===== src/rtl/tsel_pkg.sv =====
// Shared codes for the trigger-input clock selector.
// Assumes a 5-bit source code and a 3-bit mode field.
package tsel_pkg;
    localparam int          N_ITR      = 4;
    localparam int          N_SRC      = 3;
    localparam int          SRC_CH1    = 0;
    localparam int          SRC_CH2    = 1;
    localparam int          SRC_EXT    = 2;
    localparam logic [4:0]  TS_CH1_ANY = 5'b00100;
    localparam logic [4:0]  TS_CH1_POL = 5'b00101;
    localparam logic [4:0]  TS_CH2_POL = 5'b00110;
    localparam logic [4:0]  TS_EXT_POL = 5'b00111;
    localparam logic [2:0]  MODE_EXT1  = 3'b111;
    localparam logic [1:0]  MAP_CH2_IN = 2'b01;

    typedef struct packed {
        logic rise;
        logic fall;
    } edge_t;
endpackage


===== src/rtl/tsel_input_cond.sv =====
// Pin conditioner: synchroniser, run-length glitch filter, edge detector.
// Assumes pin_i is asynchronous. A filter length of 0 bypasses the filter.
module tsel_input_cond #(
    parameter int SYNC_STAGES = 2,
    parameter int FLT_W       = 4
) (
    input  logic             clk,
    input  logic             rst_n,
    input  logic             pin_i,
    input  logic [FLT_W-1:0] flt_len_i,
    output tsel_pkg::edge_t  edge_o
);
    localparam int RUN_W = FLT_W + 1;

    logic [SYNC_STAGES-1:0] sync_q;
    logic                   sync_lvl;
    logic [FLT_W-1:0]       run_q;
    logic                   lvl_q;
    logic                   filt_lvl;
    logic                   prev_q;
    logic [RUN_W-1:0]       run_next;

    // Shift the pin through the synchroniser chain.
    always_ff @(posedge clk) begin
        if (!rst_n) sync_q <= '0;
        else        sync_q <= {sync_q[SYNC_STAGES-2:0], pin_i};
    end
    assign sync_lvl = sync_q[SYNC_STAGES-1];

    assign run_next = {1'b0, run_q} + RUN_W'(1);

    // Count consecutive disagreeing samples; adopt the new level after N of them.
    always_ff @(posedge clk) begin
        if (!rst_n) begin
            run_q <= '0;
            lvl_q <= 1'b0;
        end else if (sync_lvl == lvl_q) begin
            run_q <= '0;
        end else if (run_next >= {1'b0, flt_len_i}) begin
            run_q <= '0;
            lvl_q <= sync_lvl;
        end else begin
            run_q <= run_next[FLT_W-1:0];
        end
    end

    assign filt_lvl = (flt_len_i == '0) ? sync_lvl : lvl_q;

    // Remember the last filtered level for edge detection.
    always_ff @(posedge clk) begin
        if (!rst_n) prev_q <= 1'b0;
        else        prev_q <= filt_lvl;
    end

    assign edge_o.rise = filt_lvl & ~prev_q;
    assign edge_o.fall = ~filt_lvl & prev_q;

    AST_FILTER_RUN: assert property (@(posedge clk) disable iff (!rst_n)
        (flt_len_i != '0 && $past(flt_len_i) != '0 && lvl_q != $past(lvl_q))
            |-> $past(sync_lvl) == lvl_q)
        else $error("filtered level moved against the sampled input");
endmodule


===== src/rtl/tsel_trig_mux.sv =====
// Trigger source multiplexer with per-source active-edge selection.
// Assumes itr_i is synchronous to clk; pin edges come from the conditioners.
module tsel_trig_mux (
    input  logic                         clk,
    input  logic                         rst_n,
    input  tsel_pkg::edge_t              ch1_edge_i,
    input  tsel_pkg::edge_t              ch2_edge_i,
    input  tsel_pkg::edge_t              ext_edge_i,
    input  logic [tsel_pkg::N_ITR-1:0]   itr_i,
    input  logic [4:0]                   trig_sel_i,
    input  logic [1:0]                   ch2_map_i,
    input  logic                         ch1_inv_i,
    input  logic                         ch1_both_i,
    input  logic                         ch2_inv_i,
    input  logic                         ch2_both_i,
    input  logic                         ext_inv_i,
    output logic                         trgi_pulse_o
);
    import tsel_pkg::*;

    localparam int ITR_SEL_W = $clog2(N_ITR);

    logic [N_ITR-1:0] itr_prev_q;
    logic [N_ITR-1:0] itr_rise;

    function automatic logic pick_edge(input edge_t e, input logic inv, input logic both);
        if (both)     return e.rise | e.fall;
        else if (inv) return e.fall;
        else          return e.rise;
    endfunction

    // Hold last internal trigger levels for rising-edge detection.
    always_ff @(posedge clk) begin
        if (!rst_n) itr_prev_q <= '0;
        else        itr_prev_q <= itr_i;
    end
    assign itr_rise = itr_i & ~itr_prev_q;

    // Route the selected source's active edge to the trigger pulse.
    always_comb begin
        trgi_pulse_o = 1'b0;
        if (trig_sel_i[4:ITR_SEL_W] == '0) begin
            trgi_pulse_o = itr_rise[trig_sel_i[ITR_SEL_W-1:0]];
        end else begin
            case (trig_sel_i)
                TS_CH1_ANY: trgi_pulse_o = ch1_edge_i.rise | ch1_edge_i.fall;
                TS_CH1_POL: trgi_pulse_o = pick_edge(ch1_edge_i, ch1_inv_i, ch1_both_i);
                TS_CH2_POL: trgi_pulse_o = (ch2_map_i == MAP_CH2_IN)
                                           & pick_edge(ch2_edge_i, ch2_inv_i, ch2_both_i);
                TS_EXT_POL: trgi_pulse_o = ext_inv_i ? ext_edge_i.fall : ext_edge_i.rise;
                default:    trgi_pulse_o = 1'b0;
            endcase
        end
    end

    AST_ITR_ONE_SHOT: assert property (@(posedge clk) disable iff (!rst_n)
        (trig_sel_i[4:ITR_SEL_W] == '0 && $stable(trig_sel_i) && $stable(itr_i)) |-> !trgi_pulse_o)
        else $error("internal trigger pulsed without a new edge");
endmodule


===== src/rtl/tsel_counter.sv =====
// Up-counter with a kernel-clock or trigger-edge step, plus a sticky trigger flag.
// Assumes trgi_pulse_i is a single-cycle pulse per active edge.
module tsel_counter #(
    parameter int CNT_W = 16
) (
    input  logic             clk,
    input  logic             rst_n,
    input  logic             count_en_i,
    input  logic             ext_mode_i,
    input  logic             trgi_pulse_i,
    input  logic             flag_clr_i,
    output logic [CNT_W-1:0] count_o,
    output logic             trig_flag_o
);
    logic step;

    assign step = count_en_i & (~ext_mode_i | trgi_pulse_i);

    // Advance the counter by one on each granted step.
    always_ff @(posedge clk) begin
        if (!rst_n)    count_o <= '0;
        else if (step) count_o <= count_o + CNT_W'(1);
    end

    // Set the flag on each trigger edge; clear on request, set taking priority.
    always_ff @(posedge clk) begin
        if (!rst_n)            trig_flag_o <= 1'b0;
        else if (trgi_pulse_i) trig_flag_o <= 1'b1;
        else if (flag_clr_i)   trig_flag_o <= 1'b0;
    end

    AST_HOLD_WHEN_OFF: assert property (@(posedge clk) disable iff (!rst_n)
        !count_en_i |=> count_o == $past(count_o))
        else $error("counter moved while disabled");
    AST_FREE_RUN: assert property (@(posedge clk) disable iff (!rst_n)
        (count_en_i && !ext_mode_i) |=> count_o == $past(count_o) + CNT_W'(1))
        else $error("counter missed a kernel step");
    AST_EDGE_STEP: assert property (@(posedge clk) disable iff (!rst_n)
        (count_en_i && ext_mode_i) |=> count_o == $past(count_o) + CNT_W'($past(trgi_pulse_i)))
        else $error("counter step does not match trigger edge");
    AST_FLAG_SET: assert property (@(posedge clk) disable iff (!rst_n)
        trgi_pulse_i |=> trig_flag_o)
        else $error("trigger flag not set by edge");
endmodule


===== src/rtl/tsel_top.sv =====
// Trigger-input clock selector: conditions three pins, selects a trigger,
// and drives the counter. Assumes all configuration fields are static
// or change only between trigger edges.
module tsel_top #(
    parameter int CNT_W       = 16,
    parameter int FLT_W       = 4,
    parameter int SYNC_STAGES = 2
) (
    input  logic             clk,
    input  logic             rst_n,
    input  logic             ch1_pin,
    input  logic             ch2_pin,
    input  logic             ext_pin,
    input  logic [3:0]       itr_in,
    input  logic [4:0]       trig_sel,
    input  logic [2:0]       slave_mode,
    input  logic [1:0]       ch2_map,
    input  logic [FLT_W-1:0] ch1_flt,
    input  logic [FLT_W-1:0] ch2_flt,
    input  logic [FLT_W-1:0] ext_flt,
    input  logic             ch1_inv,
    input  logic             ch1_both,
    input  logic             ch2_inv,
    input  logic             ch2_both,
    input  logic             ext_inv,
    input  logic             count_en,
    input  logic             flag_clr,
    output logic [CNT_W-1:0] count,
    output logic             trig_flag
);
    import tsel_pkg::*;

    logic [N_SRC-1:0] pin_vec;
    logic [FLT_W-1:0] flt_vec [N_SRC];
    edge_t            edge_vec [N_SRC];
    logic             trgi_pulse;
    logic             ext_mode;

    assign pin_vec[SRC_CH1] = ch1_pin;
    assign pin_vec[SRC_CH2] = ch2_pin;
    assign pin_vec[SRC_EXT] = ext_pin;
    assign flt_vec[SRC_CH1] = ch1_flt;
    assign flt_vec[SRC_CH2] = ch2_flt;
    assign flt_vec[SRC_EXT] = ext_flt;

    for (genvar gi = 0; gi < N_SRC; gi++) begin : g_cond
        tsel_input_cond #(
            .SYNC_STAGES (SYNC_STAGES),
            .FLT_W       (FLT_W)
        ) u_cond (
            .clk       (clk),
            .rst_n     (rst_n),
            .pin_i     (pin_vec[gi]),
            .flt_len_i (flt_vec[gi]),
            .edge_o    (edge_vec[gi])
        );
    end

    tsel_trig_mux u_mux (
        .clk          (clk),
        .rst_n        (rst_n),
        .ch1_edge_i   (edge_vec[SRC_CH1]),
        .ch2_edge_i   (edge_vec[SRC_CH2]),
        .ext_edge_i   (edge_vec[SRC_EXT]),
        .itr_i        (itr_in),
        .trig_sel_i   (trig_sel),
        .ch2_map_i    (ch2_map),
        .ch1_inv_i    (ch1_inv),
        .ch1_both_i   (ch1_both),
        .ch2_inv_i    (ch2_inv),
        .ch2_both_i   (ch2_both),
        .ext_inv_i    (ext_inv),
        .trgi_pulse_o (trgi_pulse)
    );

    assign ext_mode = (slave_mode == MODE_EXT1);

    tsel_counter #(
        .CNT_W (CNT_W)
    ) u_cnt (
        .clk          (clk),
        .rst_n        (rst_n),
        .count_en_i   (count_en),
        .ext_mode_i   (ext_mode),
        .trgi_pulse_i (trgi_pulse),
        .flag_clr_i   (flag_clr),
        .count_o      (count),
        .trig_flag_o  (trig_flag)
    );

    AST_RESERVED_QUIET: assert property (@(posedge clk) disable iff (!rst_n)
        (trig_sel[4:3] != 2'b00 && !trig_flag) |=> !trig_flag)
        else $error("reserved trigger code raised the flag");
    AST_CH2_UNMAPPED: assert property (@(posedge clk) disable iff (!rst_n)
        (trig_sel == TS_CH2_POL && ch2_map != MAP_CH2_IN && !trig_flag) |=> !trig_flag)
        else $error("unmapped channel 2 raised the flag");
endmodule


===== config.mk =====
export PLATFORM = sky130hd
export DESIGN_NAME = tsel_top
export DESIGN_NICKNAME = d
export VERILOG_FILES = /design/src/rtl/tsel_pkg.sv /design/src/rtl/tsel_input_cond.sv /design/src/rtl/tsel_trig_mux.sv /design/src/rtl/tsel_counter.sv /design/src/rtl/tsel_top.sv
export SDC_FILE = /design/constraint.sdc
export NUM_CORES = 1
export LEC_CHECK = 0
export BUFFER_PORTS_ARGS = -buffer_cell sky130_fd_sc_hd__buf_2
export CORE_MARGIN = 2
export CORE_UTILIZATION = 45
export DETAILED_ROUTE_END_ITERATION = 16
export PLACE_DENSITY = 0.69
export SYNTH_ARGS = -nofsm -noshare
export SYNTH_HDL_FRONTEND = slang
export SYNTH_SLANG_ARGS = --single-unit

===== constraint.sdc =====
create_clock -name clk -period 3.8 [get_ports clk]
set_input_delay 0.76 -clock clk [delete_from_list [all_inputs] [get_ports clk]]
set_output_delay 0.76 -clock clk [all_outputs]
set_load 0.01 [all_outputs]

==> results of run 1 <==
==> cell usage after synthesis <==
cell / instances
dfxtp_1: 45
ha_1: 20
inv_1: 20
nor2_1: 18
nand3_1: 16
a21oi_1: 15
and2_1: 11
nor2b_1: 11
xor2_1: 9
mux2i_1: 8
o21ai_0: 8
nand2_1: 6
or3_1: 6
nor4_1: 5
o31ai_1: 5
or4_1: 5
and3_1: 4
clkbuf_1: 4
a21o_1: 3
a311oi_1: 3
nand2b_1: 3
xnor2_1: 3
a2111oi_4: 2
nor3b_1: 2
a211o_1: 1
a211oi_2: 1
and4bb_2: 1
buf_2: 1
buf_6: 1
nand2_2: 1
nand3b_1: 1
nand4_1: 1
nor3_1: 1
o2111ai_1: 1
o211ai_1: 1
o21a_1: 1
o21ai_4: 1
o31a_2: 1
or2_2: 1
or3b_2: 1
==> stage by stage <==
| step | worst slack, ns | cells | instance area [µm²] |
|---|---|---|---|
| after floorplan | 0.3829 | 248 | 2296 |
| after global placement | 0.1746 | 367 | 2649 |
| after detailed placement | 0.1405 | 367 | 2649 |
| after CTS | 0.4549 | 375 | 2745 |
| after global routing | 0.2399 | 375 | 2745 |
| final | 0.4666 | 375 | 2745 |
==> area by class of cell <==
type                    count  area [µm²]  share of cell area, %
clock inverters             2       13.76                 0.5014
flip-flops and latches     45       900.9                  32.82
clock buffers               6       82.58                  3.008
well taps                  67       83.83                  3.054
multi-input cells         177        1289                  46.95
repair buffers             58       300.3                  10.94
inverters                  20       75.07                  2.735
==> worst register-to-register path, delay by kind of cell, from the launching register on <==
kind	cells	cell delay, ns
flip-flops	1	0.33
AND/OR/NAND/NOR	1	0.34
buffers and inverters	2	0.27
AO/OA/AOI/OAI	5	1.18
adder cells (fa/ha/maj)	1	0.30
multiplexers	1	0.17
==> layout by cell type, fill, tap and decap left out, types with 5 or more instances in the layout <==
cell	netlist	routed
a21oi_1	15	15
or4_1	5	5
o21ai_0	8	8
xor2_1	9	9
nand3_1	16	16
buf_2	1	54
clkbuf_8	0	6
nor4_1	5	5
ha_1	20	20
and2_1	11	11
mux2i_1	8	8
nor2b_1	11	11
or3_1	6	6
inv_1	20	20
nand2_1	6	6
dfxtp_1	45	45
nor2_1	18	18
o31ai_1	5	5
==> flip-flops by register name, indices dropped and copies added, names as in the netlist <==
| register | cells |
|---|---|
| u_cnt.trig_flag_o | 1 |
| g_cond.u_cond.lvl_q | 3 |
| u_cnt.count_o | 16 |
| u_mux.itr_prev_q | 4 |
| g_cond.u_cond.sync_q | 6 |
| g_cond.u_cond.run_q | 12 |
| g_cond.u_cond.prev_q | 3 |
==> logic make-up (layout without fill, tap and decap cells) <==
group,Yosys count,after routing,share of synthesized area [%]
compound gates,43,43,14.28
xor+xnor,12,12,4.578
fa+ha+maj,20,20,10.90
buf+inv,26,86,4.632
flops,45,45,39.24
mux,8,8,3.488
simple gates,94,94,22.89
==> where the power goes <==
group,total (mW),switching [mW],internal [mW]
logic,0.0858,0.0449,0.0409
registers,0.488,0.00698,0.481
clock network,0.308,0.161,0.147
total,0.882,0.213,0.669
==> worst max-delay path by stage <==
| stage | start | end | slack (ns) |
|---|---|---|---|
| detailed placement | ch2_flt[3] | u_cnt.count_o[12]$_SDFFE_PN0P_ | 0.14 |
| global placement | ch2_flt[3] | u_cnt.count_o[4]$_SDFFE_PN0P_ | 0.17 |
| floorplan | ch2_flt[3] | u_cnt.count_o[12]$_SDFFE_PN0P_ | 0.38 |
| global route | ch2_flt[3] | u_cnt.count_o[7]$_SDFFE_PN0P_ | 0.24 |
| finish | ch2_flt[3] | u_cnt.count_o[3]$_SDFFE_PN0P_ | 0.47 |
| CTS | ch2_flt[3] | u_cnt.count_o[3]$_SDFFE_PN0P_ | 0.45 |
==> layer usage <==
metal | part of all wire [%] | GRT usage (%)
met5 | 0 | 0
met3 | 4.7 | 2.910
met4 | 1.9 | 8.187
met1 | 48 | 21.44
met2 | 45 | 24.64
==> flow_metrics.env, run 1 <==
export IMPL_synth_area_leaders="dfxtp_1, ha_1, mux2i_1"
export IMPL_hold_path_end="g_cond[2].u_cond.sync_q[1]$_SDFF_PN0_"
export IMPL_drive_gt1_share_pct=24.35
export IMPL_drv_slew=0
export IMPL_cts_buffers=5
export IMPL_final_nets=365
export IMPL_crit_chain="buf_2 > nor4_1 > mux2i_1 > inv_1 > ha_1 > a2111oi_4 > a211oi_2 > a2111oi_4 > o21ai_4 > buf_4 > or3_1 > a21oi_1"
export IMPL_synth_largest_area_cell="dfxtp_1"
export IMPL_layout_worst_path_cycle_share_pct=87.72
export IMPL_fin_crit_ns=3.333
export IMPL_grt_max_degree=22
export IMPL_wl_um=4363
export IMPL_setup_viol=0
export IMPL_drcViolationCount=0
export IMPL_drt_iter0_drc=63
export IMPL_worst_pin_slew_ns=0.6712
export IMPL_grt_first_pass_wirelength_um=6893
export IMPL_syn_area_um2=2296
export IMPL_cts_buffer_depth=2
export IMPL_synth_cells=248
export IMPL_die_area_um2=5690
export IMPL_tns_ns=0
export IMPL_die_h_um=75.43
export IMPL_vdd_ir_drop_max_uv=160.3
export IMPL_hold_start="g_cond[2].u_cond.sync_q[0]$_SDFF_PN0_"
export IMPL_core_area_um2=4817
export IMPL_start_util_pct=47.66
export IMPL_status="complete, no violations"
export IMPL_place_congestion=0.7851
export IMPL_clock_latency_ns=0.30
export IMPL_postLayoutCoreUtil_pct=56.99
export IMPL_diodes=0
export IMPL_grt_pass1_vias=1559
export IMPL_worstPathArrival_ns=3.56
export IMPL_clkTransAtPathRegs_ns=0.08
export IMPL_ant_nets=0
export IMPL_via_per_inst=5.125
export IMPL_min_path_cells=1
export IMPL_area_growth_pct=19.56
export IMPL_finClkSkew_ns=0.009828
export IMPL_synth_seq_cells=45
export IMPL_nFillCells=491
export IMPL_vias=1922
export IMPL_rsz0062_at_grt="false"
export IMPL_ys_seq_area_share_pct=39.24
export IMPL_h_tree_depth=2
export IMPL_r2r_start="g_cond[1].u_cond.sync_q[1]$_SDFF_PN0_"
export IMPL_maxSlewHeadroom_pct=55.20
export IMPL_hold_buffers=0
export IMPL_synth_nets=306
export IMPL_synth_area_per_cell_um2=9.258
export IMPL_worst_path_stages=12
export IMPL_io_pins=55
export IMPL_num_rows=25
export IMPL_worst_setup_path_type="input pin to flip-flop"
export IMPL_dpl_hpwl_um=3355
export IMPL_postCtsResizedCells=0
export IMPL_cp_required_ns=4.03
export IMPL_power_total_uw=882.2
export IMPL_clockRootBuffer="clkbuf_8"
export IMPL_p_leak_nw=1.272
export IMPL_r2r_cells=10
export IMPL_die_w_um=75.43
export IMPL_hold_viol_final=0
export IMPL_path_max_fanout=18
export IMPL_critPathBufInv=3
export IMPL_power_density_nw_per_um2=321.4
export IMPL_endpoint_kind="flip-flop"
export IMPL_cts_tree="done"
export IMPL_cts_sinks=45
export IMPL_max_freq_mhz=300.0
export IMPL_ys_warn_count=0
export IMPL_regToRegEndpoint="u_cnt.count_o[3]$_SDFFE_PN0P_"
export IMPL_grt_use_total_pct=15.99
export IMPL_r2r_slack_ns=1.13
export IMPL_ys_types=40
export IMPL_critical_path_top_delay_family="compound AO/OA/AOI/OAI gates"
export IMPL_grt_overflow=0
export IMPL_cpPeakStageDelay_ns=0.43
export IMPL_crit_top_cell="a2111oi_4"
export IMPL_io_buffers=54
export IMPL_dr_pass1_iters=4
export IMPL_hp_class="flip-flop to flip-flop"
export IMPL_holdWs_ns=0.4371
export IMPL_drt_wirelength_per_cell_um=11.63
export IMPL_maxCapViolCount=0
export IMPL_yosysTopAreaCellShare_pct=39.24
export IMPL_cts_setup_buffers=0
export IMPL_crit_slowest_cell="a2111oi_4"
export IMPL_startpoint_type="input pin"
export IMPL_grt_antenna_before_repair=0
No activity file was read; power rests on OpenSTA's default activity.
==> run 2: changes to the inputs <==
--- a/config.mk
+++ b/config.mk
@@ -5,11 +5,12 @@
 export SDC_FILE = /design/constraint.sdc
 export NUM_CORES = 1
 export LEC_CHECK = 0
+export ABC_AREA = 1
 export BUFFER_PORTS_ARGS = -buffer_cell sky130_fd_sc_hd__buf_2
 export CORE_MARGIN = 2
 export CORE_UTILIZATION = 45
 export DETAILED_ROUTE_END_ITERATION = 16
-export PLACE_DENSITY = 0.69
+export PLACE_DENSITY = 0.68
 export SYNTH_ARGS = -nofsm -noshare
 export SYNTH_HDL_FRONTEND = slang
 export SYNTH_SLANG_ARGS = --single-unit
==> flow_metrics.env, run 2 <==
export IMPL_grt_max_degree=21
export IMPL_grt_antenna_before_repair=0
export IMPL_synthTopCellsByCount="nand2_1, inv_1, dfxtp_1, nor2_1, nand3_1"
export IMPL_rsz0062_at_grt="false"
export IMPL_synth_nets=420
export IMPL_cts_buffers=5
export IMPL_area_growth_pct=14.81
export IMPL_ys_types=29
export IMPL_clkTransAtPathRegs_ns=0.09
export IMPL_cts_tree="done"
export IMPL_postCtsResizedCells=0
export IMPL_wl_um=5066
export IMPL_h_tree_depth=2
export IMPL_vdd_ir_drop_max_uv=174.4
export IMPL_grtUsageMet3_pct=2.697
export IMPL_endpoint_kind="flip-flop"
export IMPL_final_nets=473
export IMPL_path_max_fanout=18
export IMPL_seq_area_um2=900.9
export IMPL_crit_slowest_cell="ha_1"
export IMPL_max_freq_mhz=419.4
export IMPL_maxCapViolCount=0
export IMPL_via_per_inst=4.671
export IMPL_synth_largest_area_cell="dfxtp_1"
export IMPL_synth_area_per_cell_um2=7.307
export IMPL_synthAdderAreaFrac_pct=9.461
export IMPL_p_leak_nw=1.526
export IMPL_core_area_um2=5608
export IMPL_hold_buffers=0
export IMPL_yosysTopAreaCellShare_pct=34.06
export IMPL_critPathBufInv=2
export IMPL_top_register="u_cnt.count_o"
export IMPL_drt_iter0_drc=62
export IMPL_synth_cells=362
export IMPL_start_util_pct=47.17
export IMPL_async_flop_share_pct=0
export IMPL_setup_viol=0
export IMPL_cts_setup_buffers=0
export IMPL_power_total_uw=960.2
export IMPL_drive_gt1_share_pct=23.13
export IMPL_final_cell_mix="nand2_1, inv_1, buf_2, dfxtp_1, nor2_1"
export IMPL_ant_nets=0
export IMPL_die_h_um=80.67
export IMPL_synth_xor_area_share_pct=6.291
export IMPL_power_density_nw_per_um2=316.2
export IMPL_grt_first_pass_wirelength_um=8376
export IMPL_grt_pass1_vias=2014
export IMPL_status="complete, no violations"
export IMPL_syn_area_um2=2645
export IMPL_layout_worst_path_cycle_share_pct=62.75
export IMPL_worstPathArrival_ns=2.54
export IMPL_num_rows=27
export IMPL_grt_use_total_pct=16.38
export IMPL_critical_path_top_delay_family="simple AND/OR/NAND/NOR gates"
export IMPL_cp_required_ns=3.95
export IMPL_die_w_um=80.67
export IMPL_cts_buffer_depth=2
export IMPL_synth_area_mux_share_pct=0
export IMPL_die_area_um2=6507
export IMPL_synth_top_family_by_area="simple AND/OR/NAND/NOR gates"
export IMPL_yosysMostFrequentCell="nand2_1"
export IMPL_tns_ns=0
export IMPL_multi_input_area_um2=1435
export IMPL_maxSlewHeadroom_pct=44.76
export IMPL_layout_commonest_cell="nand2_1"
export IMPL_grt_util_met2_pct=29.67
export IMPL_hold_viol_final=0
export IMPL_synthSimpleGateAreaFrac_pct=30.32
export IMPL_largest_reg_flops=16
export IMPL_synth_ff_type="dfxtp_1"
export IMPL_cts_sinks=45
export IMPL_place_congestion=0.8258
export IMPL_nFillCells=590
export IMPL_ys_seq_area_share_pct=34.06
export IMPL_drv_slew=0
export IMPL_diodes=0
export IMPL_drt_wirelength_per_cell_um=10.40
export IMPL_fin_crit_ns=2.385
export IMPL_grt_overflow=0
export IMPL_io_pins=55
export IMPL_vias=2275
export IMPL_synth_edf_count=0
export IMPL_clock_latency_ns=0.30
export IMPL_dpl_hpwl_um=3919
export IMPL_startpoint_type="input pin"
export IMPL_hp_class="flip-flop to flip-flop"
export IMPL_worst_setup_path_type="input pin to flip-flop"
export IMPL_busiest_layer="met2"
export IMPL_clockRootBuffer="clkbuf_8"
export IMPL_ys_warn_count=0
export IMPL_worst_pin_slew_ns=0.8277
export IMPL_crit_chain="buf_2 > nor2_1 > nand3_1 > nand2_1 > o21a_1 > inv_1 > ha_1 > nand2_1 > nand4_1 > nor2_1 > nor2_1 > nand2_1 > nand2_2 > nand2_4 > nand2_4 > nand2_1 > a21oi_1"
export IMPL_io_buffers=54
export IMPL_use_met1_pct=18.79
export IMPL_drcViolationCount=0
export IMPL_cpPeakStageDelay_ns=0.26
export IMPL_synth_compound_area_share_pct=8.184
export IMPL_dr_pass1_iters=4
export IMPL_synth_area_leaders="dfxtp_1, nand2_1, ha_1"
export IMPL_largestRegisters="u_cnt.count_o (16), g_cond.u_cond.run_q (12), g_cond.u_cond.sync_q (6)"
export IMPL_crit_top_cell="nand2_1"
export IMPL_synth_seq_cells=45
export IMPL_finClkSkew_ns=0.01059
[run 2: changes by cell type after synthesis, moves of 6 or more]
cell,before,now
xnor2_1,3,12
and2_1,11,0
inv_1,20,62
or3_1,6,0
mux2i_1,8,0
nand2_2,1,12
nor2b_1,11,0
nor2_1,18,37
nand3_1,16,33
a21oi_2,0,10
nand2_1,6,67
[run 2: cells by family (layout without fill, tap and decap cells)]
logic type	count (synthesis)	in the layout
xor gates and xnor gates	19	19
and+or+nand+nor	173	173
DFF	45	45
buffers and inverters	71	124
adders and majority gates	20	20
AOI/OAI and AO/OA	34	34
[run 2: report_power, final]
group	switching, mW	internal (mW)	total [mW]
clock network	0.160	0.191	0.351
logic	0.0673	0.0469	0.114
registers	0.00960	0.485	0.494
total	0.237	0.723	0.960
[run 2: worst reg2reg max path, cell delays in order (launching register included)]
cell and delay [ns]:
dfxtp_1 0.35, inv_1 0.06, o21a_1 0.21, inv_1 0.06
ha_1 0.21, nand2_1 0.06, nand4_1 0.09, nor2_1 0.09
nor2_1 0.05, nand2_1 0.07, nand2_2 0.07, nand2_4 0.18
nand2_4 0.18, nand2_1 0.10, a21oi_1 0.06
[run 2: layout make-up]
class,instances,area share (%)
clock buffer,5,2.266
clock inverter,2,1.154
inverter,63,7.787
multi-input combinational,246,47.26
sequential,45,29.67
tap,72,2.967
timing repair buffer,54,8.900
[run 2: worst paths after layout]
check                                             start                                     to  slack [ns]  depth (start not counted)
setup / recovery                             ch2_flt[0]         u_cnt.count_o[14]$_SDFFE_PN0P_        1.42                         17
hold / removal    g_cond[1].u_cond.sync_q[0]$_SDFF_PN0_  g_cond[1].u_cond.sync_q[1]$_SDFF_PN0_        0.42                          2
setup reg to reg  g_cond[1].u_cond.sync_q[1]$_SDFF_PN0_         u_cnt.count_o[14]$_SDFFE_PN0P_        1.83                         14
hold reg to reg   g_cond[1].u_cond.sync_q[0]$_SDFF_PN0_  g_cond[1].u_cond.sync_q[1]$_SDFF_PN0_        0.42                          2
[run 2: metal layers]
layer	up-vias	wire, µm
met3	9	121
met2	26	2515
met4	0	97
met1	999	2331
li1	1241	-
met5	-	0
[run 2: per-stage QoR]
step                area, µm²  utilization [%]  hold WS, ns  setup WS [ns]  instances
floorplan                2645                -       0.3905          1.430        362
global placement         2933            52.30       0.3956          1.123        480
detailed placement       2933            52.30       0.4025          1.079        480
CTS                      3037            54.15       0.4254          1.404        487
global route             3037            54.15       0.4301          1.154        487
finish                   3037            54.15       0.4210          1.415        487
